--- src/rtl/gt_pkg.sv ---
package gt_pkg;
  localparam int TAP_W = 3;

  typedef struct packed {
    logic [TAP_W-1:0] tap;
    logic             wdog;
    logic             act_rst;
    logic             run;
  } gt_cfg_t;
endpackage

--- src/rtl/gt_ctrl.sv ---
module gt_ctrl
  import gt_pkg::*;
(
  input  logic    clk,
  input  logic    rst,
  input  logic    we,
  input  gt_cfg_t wr,
  output gt_cfg_t cfg,
  output logic    restart,
  output logic    locked
);
  assign locked  = cfg.wdog & cfg.run;
  assign restart = we & wr.run;

  always_ff @(posedge clk) begin
    if (rst)
      cfg <= '0;
    else if (we && !locked)
      cfg <= wr;
  end

  // configuration is cleared by reset
  a_r1_cfg_reset: assert property (@(posedge clk) $past(rst) |-> (cfg == '0));
  // a locked configuration never changes
  a_r7_cfg_frozen: assert property (@(posedge clk) disable iff (rst)
    locked |=> (cfg == $past(cfg)));
endmodule

--- src/rtl/gt_prescale.sv ---
module gt_prescale
  import gt_pkg::*;
#(
  parameter int MIN_SHIFT = 3,
  parameter int MAX_SHIFT = 9
) (
  input  logic             clk,
  input  logic             rst,
  input  logic             run,
  input  logic             restart,
  input  logic [TAP_W-1:0] tap,
  output logic             tick
);
  localparam int NTAP = MAX_SHIFT - MIN_SHIFT + 1;

  logic [MAX_SHIFT-1:0] pre;
  logic [NTAP-1:0]      hit;
  int                   eff;

  always_ff @(posedge clk) begin
    if (rst || restart)
      pre <= '0;
    else if (run)
      pre <= pre + 1'b1;
  end

  for (genvar g = 0; g < NTAP; g++) begin : g_tap
    assign hit[g] = &pre[MIN_SHIFT+g-1:0];
  end

  always_comb begin
    eff = (int'(tap) > NTAP - 1) ? NTAP - 1 : int'(tap);
    tick = 1'b0;
    for (int i = 0; i < NTAP; i++)
      if (i == eff) tick = run & hit[i];
  end
endmodule

--- src/rtl/gt_count.sv ---
module gt_count #(
  parameter int CNT_W = 8
) (
  input  logic clk,
  input  logic rst,
  input  logic restart,
  input  logic tick,
  output logic ovf
);
  logic [CNT_W-1:0] cnt;

  assign ovf = tick & ~restart & (cnt == '1);

  always_ff @(posedge clk) begin
    if (rst || restart)
      cnt <= '0;
    else if (tick)
      cnt <= cnt + 1'b1;
  end

  // a detected wrap leaves the counter at zero
  a_r3_wrap_zero: assert property (@(posedge clk) disable iff (rst)
    ovf |=> (cnt == '0));
endmodule

--- src/rtl/gt_event.sv ---
module gt_event (
  input  logic clk,
  input  logic rst,
  input  logic ovf,
  input  logic wdog,
  input  logic act_rst,
  input  logic nmi_ack,
  output logic tick_irq,
  output logic rst_req,
  output logic nmi_req
);
  always_ff @(posedge clk) begin
    if (rst) begin
      tick_irq <= 1'b0;
      rst_req  <= 1'b0;
      nmi_req  <= 1'b0;
    end else begin
      tick_irq <= ovf & ~wdog;
      rst_req  <= ovf & wdog & act_rst;
      if (ovf && wdog && !act_rst)
        nmi_req <= 1'b1;
      else if (nmi_ack)
        nmi_req <= 1'b0;
    end
  end

  // interval pulses only follow interval mode; outputs are exclusive
  a_r4_irq_mode: assert property (@(posedge clk) disable iff (rst)
    tick_irq |-> !$past(wdog));
  a_r4_exclusive: assert property (@(posedge clk) disable iff (rst)
    $onehot0({tick_irq, rst_req, nmi_req}));
  // NMI request holds until acknowledged
  a_r5_nmi_hold: assert property (@(posedge clk) disable iff (rst)
    (nmi_req && !nmi_ack) |=> nmi_req);
  // reset request is a single-cycle pulse
  a_r6_rst_pulse: assert property (@(posedge clk) disable iff (rst)
    rst_req |=> !rst_req);
endmodule

--- src/rtl/guard_timer.sv ---
module guard_timer
  import gt_pkg::*;
#(
  parameter int CNT_W     = 8,
  parameter int MIN_SHIFT = 3,
  parameter int MAX_SHIFT = 9
) (
  input  logic             clk,
  input  logic             rst,
  input  logic             cfg_we,
  input  logic [TAP_W-1:0] cfg_tap,
  input  logic             cfg_wdog,
  input  logic             cfg_act_rst,
  input  logic             cfg_run,
  input  logic             nmi_ack,
  output logic             rst_req,
  output logic             nmi_req,
  output logic             tick_irq
);
  gt_cfg_t wr, cfg;
  logic    restart, locked, tick, ovf;

  assign wr.tap     = cfg_tap;
  assign wr.wdog    = cfg_wdog;
  assign wr.act_rst = cfg_act_rst;
  assign wr.run     = cfg_run;

  gt_ctrl u_ctrl (
    .clk(clk), .rst(rst), .we(cfg_we), .wr(wr),
    .cfg(cfg), .restart(restart), .locked(locked)
  );

  gt_prescale #(.MIN_SHIFT(MIN_SHIFT), .MAX_SHIFT(MAX_SHIFT)) u_pre (
    .clk(clk), .rst(rst), .run(cfg.run), .restart(restart),
    .tap(cfg.tap), .tick(tick)
  );

  gt_count #(.CNT_W(CNT_W)) u_cnt (
    .clk(clk), .rst(rst), .restart(restart), .tick(tick), .ovf(ovf)
  );

  gt_event u_evt (
    .clk(clk), .rst(rst), .ovf(ovf), .wdog(cfg.wdog),
    .act_rst(cfg.act_rst), .nmi_ack(nmi_ack),
    .tick_irq(tick_irq), .rst_req(rst_req), .nmi_req(nmi_req)
  );

  // a lock, once taken, persists until reset
  a_r7_lock_sticky: assert property (@(posedge clk) disable iff (rst)
    locked |=> locked);
endmodule

--- config.mk ---
export PLATFORM = sky130hd
export DESIGN_NAME = guard_timer
export DESIGN_NICKNAME = d
export VERILOG_FILES = /design/src/rtl/gt_pkg.sv /design/src/rtl/gt_ctrl.sv /design/src/rtl/gt_prescale.sv /design/src/rtl/gt_count.sv /design/src/rtl/gt_event.sv /design/src/rtl/guard_timer.sv
export SDC_FILE = /design/constraint.sdc
export NUM_CORES = 1
export LEC_CHECK = 0
export BUFFER_PORTS_ARGS = -buffer_cell sky130_fd_sc_hd__buf_2
export CAP_MARGIN = 40
export CORE_UTILIZATION = 30
export CTS_BUF_LIST = sky130_fd_sc_hd__clkbuf_4 sky130_fd_sc_hd__clkbuf_8 sky130_fd_sc_hd__clkbuf_16
export CTS_CLUSTER_SIZE = 8
export DETAILED_ROUTE_END_ITERATION = 10
export GPL_TIMING_DRIVEN = 0
export PLACE_DENSITY_LB_ADDON = 0.15
export SLEW_MARGIN = 20
export SYNTH_ARGS = -nofsm -noshare
export SYNTH_HDL_FRONTEND = slang
export SYNTH_SLANG_ARGS = --single-unit
--- constraint.sdc ---
create_clock -name clk -period 1.9 [get_ports clk]
set_clock_uncertainty 0.1 [all_clocks]
set_input_delay 0.19 -clock clk [delete_from_list [all_inputs] [get_ports clk]]
set_output_delay 0.19 -clock clk [all_outputs]
set_load 0.005 [all_outputs]
After elaboration in Yosys (flattened, before gate mapping)
Index checks and enable logic that the tools add are counted.

storage, ports and cells
  logic and storage cells = 60
  bits of input ports = 10
  bits in registers = 26

operators by class
  reduce and logical (&&, ||, !) cells = 15
  mux-type cells = 10
  magnitude comparators = 1
  equal/unequal tests = 7
  bitwise operators = 16
  $add $sub $neg = 2

operators with widths
  cell                   number
  $eq A4 B32 Y1 const A  3
  $eq A3 B32 Y1 const A  2
  $eq A2 B32 Y1 const A  1
  $logic_not A32 Y1      1
  $and A1 B1 Y1          14
  $add A9 B1 Y9 const B  1
  $mux W1                9
  $reduce_and A9 Y1      1
  $add A8 B1 Y8 const B  1
  $eq A8 B8 Y1 const B   1
  $reduce_and A8 Y1      1
  $reduce_and A7 Y1      1
  $reduce_and A6 Y1      1
  $reduce_and A5 Y1      1
  $reduce_and A4 Y1      1
  $gt A3 B3 Y1 const B   1
  $logic_and A1 B1 Y1    3
  $mux W3                1
  $reduce_and A3 Y1      1
  $logic_not A1 Y1       2
  $not A1 Y1             2
  $reduce_bool A2 Y1     1
  $logic_or A1 B1 Y1     1

Longest topological paths before layout
Gate-level depths: netlist (run 1).

  depth in word-level cells = 15
  gate-level depth with buffers = 10
  depth with buffers taken out = 9

Modules after synthesis
A second synthesis (run 1) with hierarchy kept.

unflattened totals
  cells, all modules = 133
  area, all modules = 1231.2 µm²

by module, submodules not included
  module       cells each  seq. area each (µm²)  area an instance (µm²)  times used
  gt_prescale  61          180.2                 543.0                   1
  gt_count     40          160.2                 355.3                   1
  gt_ctrl      24          120.1                 235.2                   1
  gt_event     8           60.1                  97.6                    1

Worst setup path before layout (run 1)
Ideal clock, no wire load.

  kind = register to register
  from = register u_pre.pre[0]
  to = register u_cnt.cnt[1]
  arrival = 1748 ps
  setup slack = -75 ps
  stages on the path, launching flop included = 10
  data required time = 1672 ps
  period minus slack after synthesis = 1975 ps
  cell sequence = dfxtp_1 > ha_1 > nand3_2 > nor3_1 > ha_1 > and4_1 > a31oi_1 > buf_4 > mux2i_1 > nor2_1

between the ends
  longest elaborated chain between the ends = 9

RTL lines
  what                    line               RTL
  from (decl)             gt_prescale.sv:16  logic [MAX_SHIFT-1:0] pre;
  from (signal assigned)  gt_prescale.sv:24  pre <= pre + 1'b1;
  $reduce_and A3 Y1       gt_prescale.sv:28  assign hit[g] = &pre[MIN_SHIFT+g-1:0];
  $and A1 B1 Y1           gt_prescale.sv:35  if (i == eff) tick = run & hit[i];
  $mux W1 (6 in a row)    gt_prescale.sv:35
  $mux W1 *               gt_prescale.sv:35
  to (signal assigned)    gt_count.sv:18     cnt <= cnt + 1'b1;
  to (decl)               gt_count.sv:10     logic [CNT_W-1:0] cnt;

Every way passes the cells marked *; elsewhere a longest branch is shown, timed or not.
A chain may end at the register's enable or synchronous reset.

Final worst setup path (run 1)
  from = register u_pre.pre[0]
  to = register u_cnt.cnt[7]

Same word-level chain as after synthesis.

==> results of run 1 <==
==> worst reg2reg max path: cells and delay by family (launching register included) <==
kind,cells,cell delay [ns]
compound gates,2,0.19
fa+ha+maj,2,0.33
flops,1,0.36
simple gates,4,0.96
==> flip-flops by register name, summed over array words and instances, names as in the netlist <==
signal / count
u_pre.pre: 9
u_cnt.cnt: 8
u_ctrl.cfg: 6
u_evt.nmi_req: 1
u_evt.rst_req: 1
u_evt.tick_irq: 1
==> layout make-up <==
type / count / area share, %
Multi-Input combinational cell: 95 / 46.7
Tap cell: 48 / 4.08
Sequential cell: 26 / 35.6
Clock buffer: 3 / 2.80
Buffer: 5 / 1.87
Timing Repair Buffer: 14 / 5.10
Inverter: 7 / 1.78
Clock inverter: 1 / 2.04
==> power by group through the flow <==
stage / sequential [mW] / clock, mW / combinational [mW]
global placement: 0.578 / 0 / 0.0624
floorplan: 0.575 / 0 / 0.0452
finish: 0.567 / 0.460 / 0.0749
global route: 0.570 / 0.502 / 0.0820
CTS: 0.567 / 0.472 / 0.0772
detailed placement: 0.578 / 0 / 0.0633
==> path summary, 6_finish.rpt <==
kind / startpoint / endpoint / slack, ns / cells after the start
worst max-delay path: u_pre.pre[0] / u_cnt.cnt[7] / -0.09 / 8
worst max register to register: u_pre.pre[0] / u_cnt.cnt[7] / -0.09 / 8
worst min register to register: u_ctrl.cfg[1] / u_evt.rst_req / 0.37 / 2
worst min-delay path: cfg_tap[1] / u_ctrl.cfg[4] / 0.04 / 3
==> Yosys cell counts, types with 2 or more instances <==
master / instances
mux2i_1: 9
nand3_1: 6
nor2_1: 17
dfxtp_1: 26
o31ai_1: 4
nand2b_1: 3
inv_1: 7
xor2_1: 3
nand4_1: 4
or4_1: 3
xnor2_1: 3
or3_1: 4
a21oi_1: 10
nor4_1: 3
clkbuf_1: 2
nor3_1: 2
ha_1: 5
nand2_1: 6
o21ai_0: 5
==> logic make-up (layout without fill, tap and decap cells) <==
family	count (synthesis)	count (layout)
AND/OR/NAND/NOR	52	52
XOR/XNOR	6	6
AO/OA/AOI/OAI	22	23
buffers and inverters	12	30
multiplexers	9	9
flip-flops	26	26
adder cells (fa/ha/maj)	5	5
==> layer usage <==
metal / vias to the layer above / GRT usage (%) / wire length, um / share of wire (%)
li1: 511 / - / - / -
met4: 0 / 3.33 / 23 / 0.99
met5: - / 0 / 0 / 0
met2: 8 / 20.9 / 1080 / 47
met3: 2 / 4.23 / 54 / 2.3
met1: 443 / 14.7 / 1150 / 50
==> through the flow <==
stage | instance area [um2] | TNS (ns) | setup slack, ns | utilization, % | hold slack [ns]
2_1_floorplan | 1190 | 0 | 0.00684 | - | 0.230
3_3_place_gp | 1300 | -1.69 | -0.249 | 35.1 | 0.325
3_5_place_dp | 1300 | -1.48 | -0.203 | 35.1 | 0.335
4_1_cts | 1480 | -0.501 | -0.110 | 39.7 | 0.0476
5_1_grt | 1470 | -1.70 | -0.226 | 39.6 | 0.0401
6_report | 1470 | -0.406 | -0.0919 | 39.6 | 0.0417
==> repair_timing <==
action | CTS | global route
gates resized for setup | 14 | 3
pin swaps | 4 | 4
gates cloned | 2 | 0
setup endpoints to repair | 11 | 11
buffers inserted | 3 | 1
==> impl_metrics.csv, run 1 <==
group,metric,value,unit
synthesis,synth_top_family_by_area,"simple AND/OR/NAND/NOR gates",
grt,grt_overflow,0,
floorplan,ios,13,
finish,n_antenna_cell,0,
synthesis,synth_fp_nets,147,
synthesis,synth.avg_cell_area,8.90,um2
finish,area_growth,25.3,%
floorplan,die_w,64.6,um
synthesis,synth_seq_cells,26,
critical_path,slowest_stage,"or4_1",
critical_path,crit_type,"reg2reg",
drt,dr_total_vias,964,
sta,period_needed,1.99,ns
grt,grt_pass1_wl,4000,um
synthesis,synthDistinctLibCells,29,
sta,max_freq,502,MHz
grt,grtUsageTotal,12.4,%
power_and_ir_drop,power,1.10,mW
finish,final_common_cell,"dfxtp_1",
clocking,cts_buffers,3,
sta,rsz0062_at_grt,"yes",
synthesis,synth_edf_count,0,
power_and_ir_drop,clockPowerShare,41.8,%
critical_path,cp_cell_sequence,"ha_4 > nand3_4 > nor3_2 > ha_1 > and4_4 > a31oi_4 > or4_1 > a21oi_1",
sta,finalHoldViolCount,0,
clocking,clk_latency,0.27,ns
status,outcome,"finished, violations left",
place,place_hpwl,1490,um
floorplan,fp-row-count,22,
floorplan,core,3720,um2
drt,wl_per_cell,11.6,um
critical_path,crit_family,"simple AND/OR/NAND/NOR gates",
critical_path,arrival,2.10,ns
critical_path,cp_max_fo,5,
synthesis,synth-simple-area-share,22.9,%
power_and_ir_drop,p_int,0.871,mW
synthesis,ys.flop_type,"dfxtp_1",
power_and_ir_drop,peakVddDrop,374,uV
clocking,cts_root_buf,"clkbuf_8",
grt,grt_pass1_vias,939,
synthesis,netlist_top_cells_area,"dfxtp_1, mux2i_1, nor2_1",
power_and_ir_drop,swShare,21.0,%
synthesis,syn_inst,132,
finish,seqCellArea,524,um2
sta,tightest_slew,0.474,ns
sta,final_max_slew_viol_count,0,
finish,nNetsFinal,167,
finish,drive_above_1_share,23.8,%
status,violations,"setup timing",
finish,layout.cells.non_filler,199,
power_and_ir_drop,power.leakage,0.530,nW
floorplan,initial_core_util,31.6,%
job,cap_violations,0,
finish,fill_cells,387,
power_and_ir_drop,p_comb_share,6.8,%
critical_path,cp_num_buf_inv,0,
grt,grt_max_degree,16,
synthesis,yosysTopAreaCell,"dfxtp_1",
critical_path,cp.required,2.01,ns
synthesis,synth.area.mux_share,7.67,%
finish,layout_common_cells,"dfxtp_1, nor2_1, buf_2",
critical_path,critPathMaxStageDelay,0.43,ns
sta,maxSlewHeadroom,68.4,%
drt,postRouteWirelength,2320,um
clocking,ctsHtreeMaxLevel,1,
synthesis,synth_xor_area_share,4.47,%
clocking,clk_pin_slew_worst_paths,0.10,ns
power_and_ir_drop,power_switching,0.232,mW
synthesis,async_flop_share,0,%
drt,dr.pass1.iters,2,
critical_path,endpoint_kind,"flop",
synthesis,synthAdderAreaFrac,5.32,%
synthesis,synth.top_cell.area_share,44.3,%
hold_path,hp-class,"in2reg",
sta,min_period_over_period,105,%
synthesis,syn-cell-area,1170,um2
clocking,ctsHoldBuffers,0,
clocking,clk_path_buf_depth,2,
finish,multi_input_area,688,um2
drt,drt_iter0_markers,50,
drt,detail-route-antenna-nets,0,
floorplan,die_h,64.6,um
synthesis,synth_compound_area_share,11.1,%
critical_path,startpoint_type,"flop",
power_and_ir_drop,power.density,749,nW/um2
clocking,cts.sinks,26,
sta,fin_ws,-0.0919,ns
place,dp_cells,191,
drt,avgViaCountPerCell,4.84,
drt,remaining_drc_errors,0,
place,io_buffer_count,11,
power_and_ir_drop,seqPwrFrac,51.5,%
synthesis,yosys_warnings,0,
synthesis,ys_seq_area_share,44.3,%
place,place.gp.congestion,0.694,
sta,setup_viol,7,
floorplan,dieArea,4170,um2
grt,grt_antenna_before_repair,0,
clocking,cts_tree,"done",
Power figures use the tool's default switching activity.
==> run 2, diff against run 1 <==
Settings changed: ABC_AREA from default to 1, CAP_MARGIN 40 to default, SYNTH_HIERARCHICAL from default to 1.
==> impl_metrics.csv, run 2 <==
group,metric,value,unit
sta,fin_ws,-0.203,ns
job,cap_violations,0,
drt,dr.pass1.iters,4,
critical_path,startpoint_type,"flop",
critical_path,cp_max_fo,4,
finish,final_common_cell,"nand2_1",
floorplan,dieArea,4510,um2
grt,grt_max_degree,16,
critical_path,slowest_stage,"dfxtp_2",
drt,avgViaCountPerCell,4.58,
power_and_ir_drop,power.density,706,nW/um2
finish,regMostFlops,"u_pre/pre",
grt,grt_antenna_before_repair,0,
finish,area_growth,24.8,%
floorplan,die_h,67.2,um
place,io_buffer_count,12,
critical_path,cp_num_buf_inv,1,
critical_path,endpoint_kind,"flop",
clocking,cts_root_buf,"clkbuf_8",
clocking,ctsHtreeMaxLevel,1,
drt,dr_total_vias,1144,
floorplan,ios,13,
grt,met3_usage,4.05,%
floorplan,fp-row-count,23,
finish,drive_above_1_share,23.5,%
grt,grt_pass1_vias,1049,
finish,layout_common_cells,"nand2_1, inv_1, dfxtp_1",
critical_path,startpoint,"u_pre/pre[1]",
drt,postRouteWirelength,2530,um
floorplan,initial_core_util,31.6,%
sta,finalHoldViolCount,0,
finish,final_util,39.4,%
grt,gr-max-usage-layer,"met2",
drt,drt_iter0_markers,42,
synthesis,yosys_warnings,6,
finish,reg_top3,"u_pre/pre: 9 flops, u_cnt/cnt: 8 flops, u_ctrl/cfg: 6 flops",
critical_path,critPathMaxStageDelay,0.36,ns
grt,grtUsageTotal,12.9,%
sta,final_max_slew_viol_count,0,
hold_path,hp-class,"in2reg",
place,place_hpwl,1890,um
critical_path,crit_end,"u_evt/nmi_req",
clocking,clk_path_buf_depth,2,
sta,setup_viol,7,
clocking,ctsHoldBuffers,0,
grt,grt_use_met2,23.1,%
critical_path,arrival,2.23,ns
grt,grt_overflow,0,
clocking,cts_buffers,3,
critical_path,reg2reg_depth,16,
critical_path,crit_type,"reg2reg",
synthesis,syn_inst,180,
sta,tightest_slew,0.377,ns
critical_path,worstReg2RegStart,"u_pre/pre[1]",
status,outcome,"finished, violations left",
clocking,cts_tree,"done",
grt,grt_pass1_wl,4380,um
status,violations,"setup timing",
sta,period_needed,2.10,ns
finish,layout.cells.non_filler,250,
floorplan,die_w,67.2,um
sta,max_freq,476,MHz
critical_path,r2r-end,"u_evt/nmi_req",
clocking,cts.sinks,26,
sta,rsz0062_at_grt,"yes",
critical_path,cp.required,2.02,ns
place,place.gp.congestion,0.825,
sta,maxSlewHeadroom,74.8,%
drt,remaining_drc_errors,0,
clocking,clk_pin_slew_worst_paths,0.10,ns
power_and_ir_drop,peakVddDrop,346,uV
sta,holdWs,0.0670,ns
drt,detail-route-antenna-nets,0,
finish,n_antenna_cell,0,
critical_path,cp_cell_sequence,"ha_4 > nand3_4 > inv_4 > ha_4 > nor2_2 > nor2_1 > nand2_1 > a21oi_2 > nand2_1 > nand2_4 > nand3_4 > nor2_4 > nand3_2 > nor3_4 > nand3_1 > a21oi_2",
synthesis,syn-cell-area,1270,um2
power_and_ir_drop,power,1.12,mW
place,dp_cells,242,
critical_path,reg2reg_slack,-0.20,ns
finish,nNetsFinal,216,
critical_path,crit_family,"simple AND/OR/NAND/NOR gates",
sta,min_period_over_period,111,%
floorplan,core,4030,um2
power_and_ir_drop,power.leakage,0.676,nW
synthesis,synth_fp_nets,195,
finish,largest_reg_flops,9,
drt,wl_per_cell,10.1,um
grt,use_met1,14.3,%
synthesis,synth.avg_cell_area,7.08,um2
critical_path,crit_cells,16,
clocking,clk_latency,0.28,ns
==> run 2: where the power goes <==
| group | switching, mW | internal, mW | leakage, nW |
|---|---|---|---|
| Sequential | 0.0153 | 0.557 | 0.212 |
| Clock | 0.182 | 0.282 | 0.0357 |
| Combinational | 0.0518 | 0.0350 | 0.428 |
| Total | 0.249 | 0.874 | 0.676 |
==> run 2: timing repair <==
action / CTS / global route
setup buffers: 4 / 0
setup endpoints to repair: 8 / 11
pin swaps: 8 / 3
gates resized for setup: 4 / 2
==> run 2: tightest hold or removal path, cell delays in order <==
cell	delay (ns)
buf_2	0.07
inv_1	0.03
nand2_1	0.07
a21oi_2	0.05
==> run 2: through the flow <==
stage / worst slack (ns) / setup TNS, ns / cell area [um2]
6_report: -0.203 / -0.889 / 1590
4_1_cts: -0.219 / -1.01 / 1590
5_1_grt: -0.391 / -2.61 / 1590
2_1_floorplan: -0.183 / -0.463 / 1340
3_5_place_dp: -0.427 / -1.61 / 1460
3_3_place_gp: -0.384 / -1.26 / 1460
==> run 2: per-layer routing <==
layer  vias to the layer above  share of wire [%]
li1                        611                  -
met1                       517                 46
met2                        12                 50
met3                         4                3.1
met4                         0                1.1
met5                         -                  0
==> run 2: cell type report <==
class	instances	area, um2
flip-flops and latches	26	524
well taps	50	62.6
clock buffers	3	41.3
plain buffers	2	16.3
clock inverters	1	30.0
repair buffers	16	90.1
fillers	423	2440
multi-input cells	126	724
inverters	26	100
==> run 2: worst min path at each step <==
| stage | cells after the start | slack [ns] | start | endpoint |
|---|---|---|---|---|
| floorplan | 1 | 0.15 | rst | u_ctrl/cfg[0] |
| global placement | 4 | 0.35 | nmi_ack | u_evt/nmi_req |
| detailed placement | 4 | 0.37 | cfg_wdog | u_ctrl/cfg[2] |
| CTS | 4 | 0.06 | nmi_ack | u_evt/nmi_req |
| global route | 2 | 0.06 | rst | u_evt/nmi_req |
| finish | 4 | 0.07 | nmi_ack | u_evt/nmi_req |
==> run 3, diff against run 2 <==
Settings changed: PLACE_DENSITY from default to 0.51, PLACE_DENSITY_LB_ADDON 0.15 to default.
==> impl_metrics.csv, run 3 (synthesis gave the netlist of run 2 again) <==
group,metric,value,unit
status,outcome,"finished, violations left",
status,violations,"setup timing",
clocking,ctsHoldBuffers,0,
finish,multi_input_area,719,um2
sta,holdWs,0.0720,ns
clocking,cts.sinks,26,
sta,setup_viol,8,
job,cap_violations,0,
sta,maxSlewHeadroom,74.4,%
sta,finalHoldViolCount,0,
clocking,ctsHtreeMaxLevel,1,
place,dp_cells,242,
clocking,clk_pin_slew_worst_paths,0.10,ns
critical_path,crit_top_cell,"nand3_4",
clocking,cts_tree,"done",
critical_path,cp.required,2.02,ns
critical_path,cp_cell_sequence,"ha_4 > nand3_4 > inv_4 > buf_4 > nand2_1 > inv_1 > ha_1 > nand4_1 > nand2_2 > nand3_4 > nor2_4 > nand3_2 > nor3_4 > nand3_1 > a21oi_2",
place,place_hpwl,1810,um
sta,tightest_slew,0.383,ns
finish,nNetsFinal,221,
sta,fin_ws,-0.164,ns
grt,grt_antenna_before_repair,0,
drt,wl_per_cell,9.60,um
finish,layout_common_cells,"nand2_1, dfxtp_1, inv_1",
drt,dr.pass1.iters,4,
power_and_ir_drop,power.density,690,nW/um2
finish,layout.cells.non_filler,255,
place,place.gp.congestion,0.668,
clocking,cts_buffers,3,
drt,postRouteWirelength,2450,um
critical_path,endpoint_kind,"flop",
grt,grtUsageTotal,12.5,%
finish,area_growth,27.2,%
place,io_buffer_count,12,
floorplan,initial_core_util,31.6,%
floorplan,die_w,67.2,um
finish,seqCellArea,523,um2
sta,rsz0062_at_grt,"yes",
sta,final_max_slew_viol_count,0,
sta,min_period_over_period,109,%
critical_path,crit_type,"reg2reg",
hold_path,hp-class,"in2reg",
sta,finalSetupTns,-0.790,ns
critical_path,arrival,2.18,ns
finish,final_area,1620,um2
floorplan,ios,13,
finish,drive_above_1_share,24.9,%
drt,dr_total_vias,1109,
critical_path,startpoint_type,"flop",
critical_path,critPathMaxStageDelay,0.36,ns
drt,avgViaCountPerCell,4.35,
sta,period_needed,2.06,ns
power_and_ir_drop,peakVddDrop,471,uV
floorplan,dieArea,4510,um2
clocking,clk_latency,0.27,ns
drt,drt_iter0_markers,28,
finish,n_antenna_cell,0,
finish,fill_cells,427,
clocking,clk_path_buf_depth,2,
sta,max_freq,484,MHz
finish,reg_top3,"u_pre/pre: 9 flops, u_cnt/cnt: 8 flops, u_ctrl/cfg: 6 flops",
finish,final_common_cell,"nand2_1",
place,placed_area,1460,um2
critical_path,slowest_stage,"dfxtp_2",
drt,detail-route-antenna-nets,0,
floorplan,core,4030,um2
floorplan,fp-row-count,23,
floorplan,die_h,67.2,um
grt,grt_pass1_wl,4260,um
finish,largest_reg_flops,9,
drt,remaining_drc_errors,0,
power_and_ir_drop,power.leakage,0.697,nW
clocking,cts_root_buf,"clkbuf_8",
grt,grt_pass1_vias,1022,
grt,grt_overflow,0,
critical_path,cp_max_fo,4,
grt,grt_max_degree,16,
finish,regMostFlops,"u_pre/pre",
## run 3: cell types whose count changed in the layout (fill, tap and decap cells not counted), sizes merged
cell  previous run  this run
buf             18        23
## run 3: cell type report
| type | instances | share of cell area [%] |
|---|---|---|
| clock inverters | 1 | 1.85 |
| clock buffers | 3 | 2.55 |
| inverters | 26 | 6.18 |
| flip-flops and latches | 26 | 32.3 |
| multi-input cells | 126 | 44.4 |
| repair buffers | 21 | 7.88 |
| plain buffers | 2 | 1.00 |
| well taps | 50 | 3.86 |
## run 3: what timing repair did
action / CTS / global route
resized for setup: 1 / 4
endpoints found under the hold margin: 0 / 0
pin swaps: 5 / 1
buffers inserted: 6 / 3
endpoints found under the setup margin: 7 / 11
## run 3: power by group
part,leakage (nW),total (mW),switching (mW),internal [mW]
combinational,0.449,0.0851,0.0502,0.0349
sequential,0.212,0.572,0.0152,0.557
clock,0.0357,0.461,0.180,0.282
## run 3: layer usage
metal	up-vias	wire, um	GRT usage, %
met3	2	47	4.05
met1	478	1250	15.5
met4	0	26	3.19
met2	6	1130	20.9
li1	623	-	-
met5	-	0	0
## run 3: worst paths after layout
kind / start / endpoint / slack [ns] / depth (start not counted)
worst min-delay path: cfg_run / u_ctrl/cfg[0] / 0.07 / 3
worst min register to register: u_pre/pre[8] / u_pre/pre[8] / 0.38 / 2
worst max-delay path: u_pre/pre[1] / u_evt/nmi_req / -0.16 / 15
worst max register to register: u_pre/pre[1] / u_evt/nmi_req / -0.16 / 15
## run 3: per-stage QoR
step	power, mW	setup WS (ns)	utilization [%]
after floorplan	0.638	-0.183	-
after global placement	0.667	-0.371	36.3
after CTS	1.14	-0.184	39.3
after detailed placement	0.666	-0.374	36.3
after global routing	1.18	-0.354	40.2
final	1.12	-0.164	40.2
## run 3: worst max-delay path, delay by kind of cell (launching register included)
kind	cells	cell delay, ns
AO/OA/AOI/OAI	1	0.12
adder cells (fa/ha/maj)	2	0.27
buffers and inverters	3	0.24
flip-flops	1	0.36
AND/OR/NAND/NOR	9	0.91
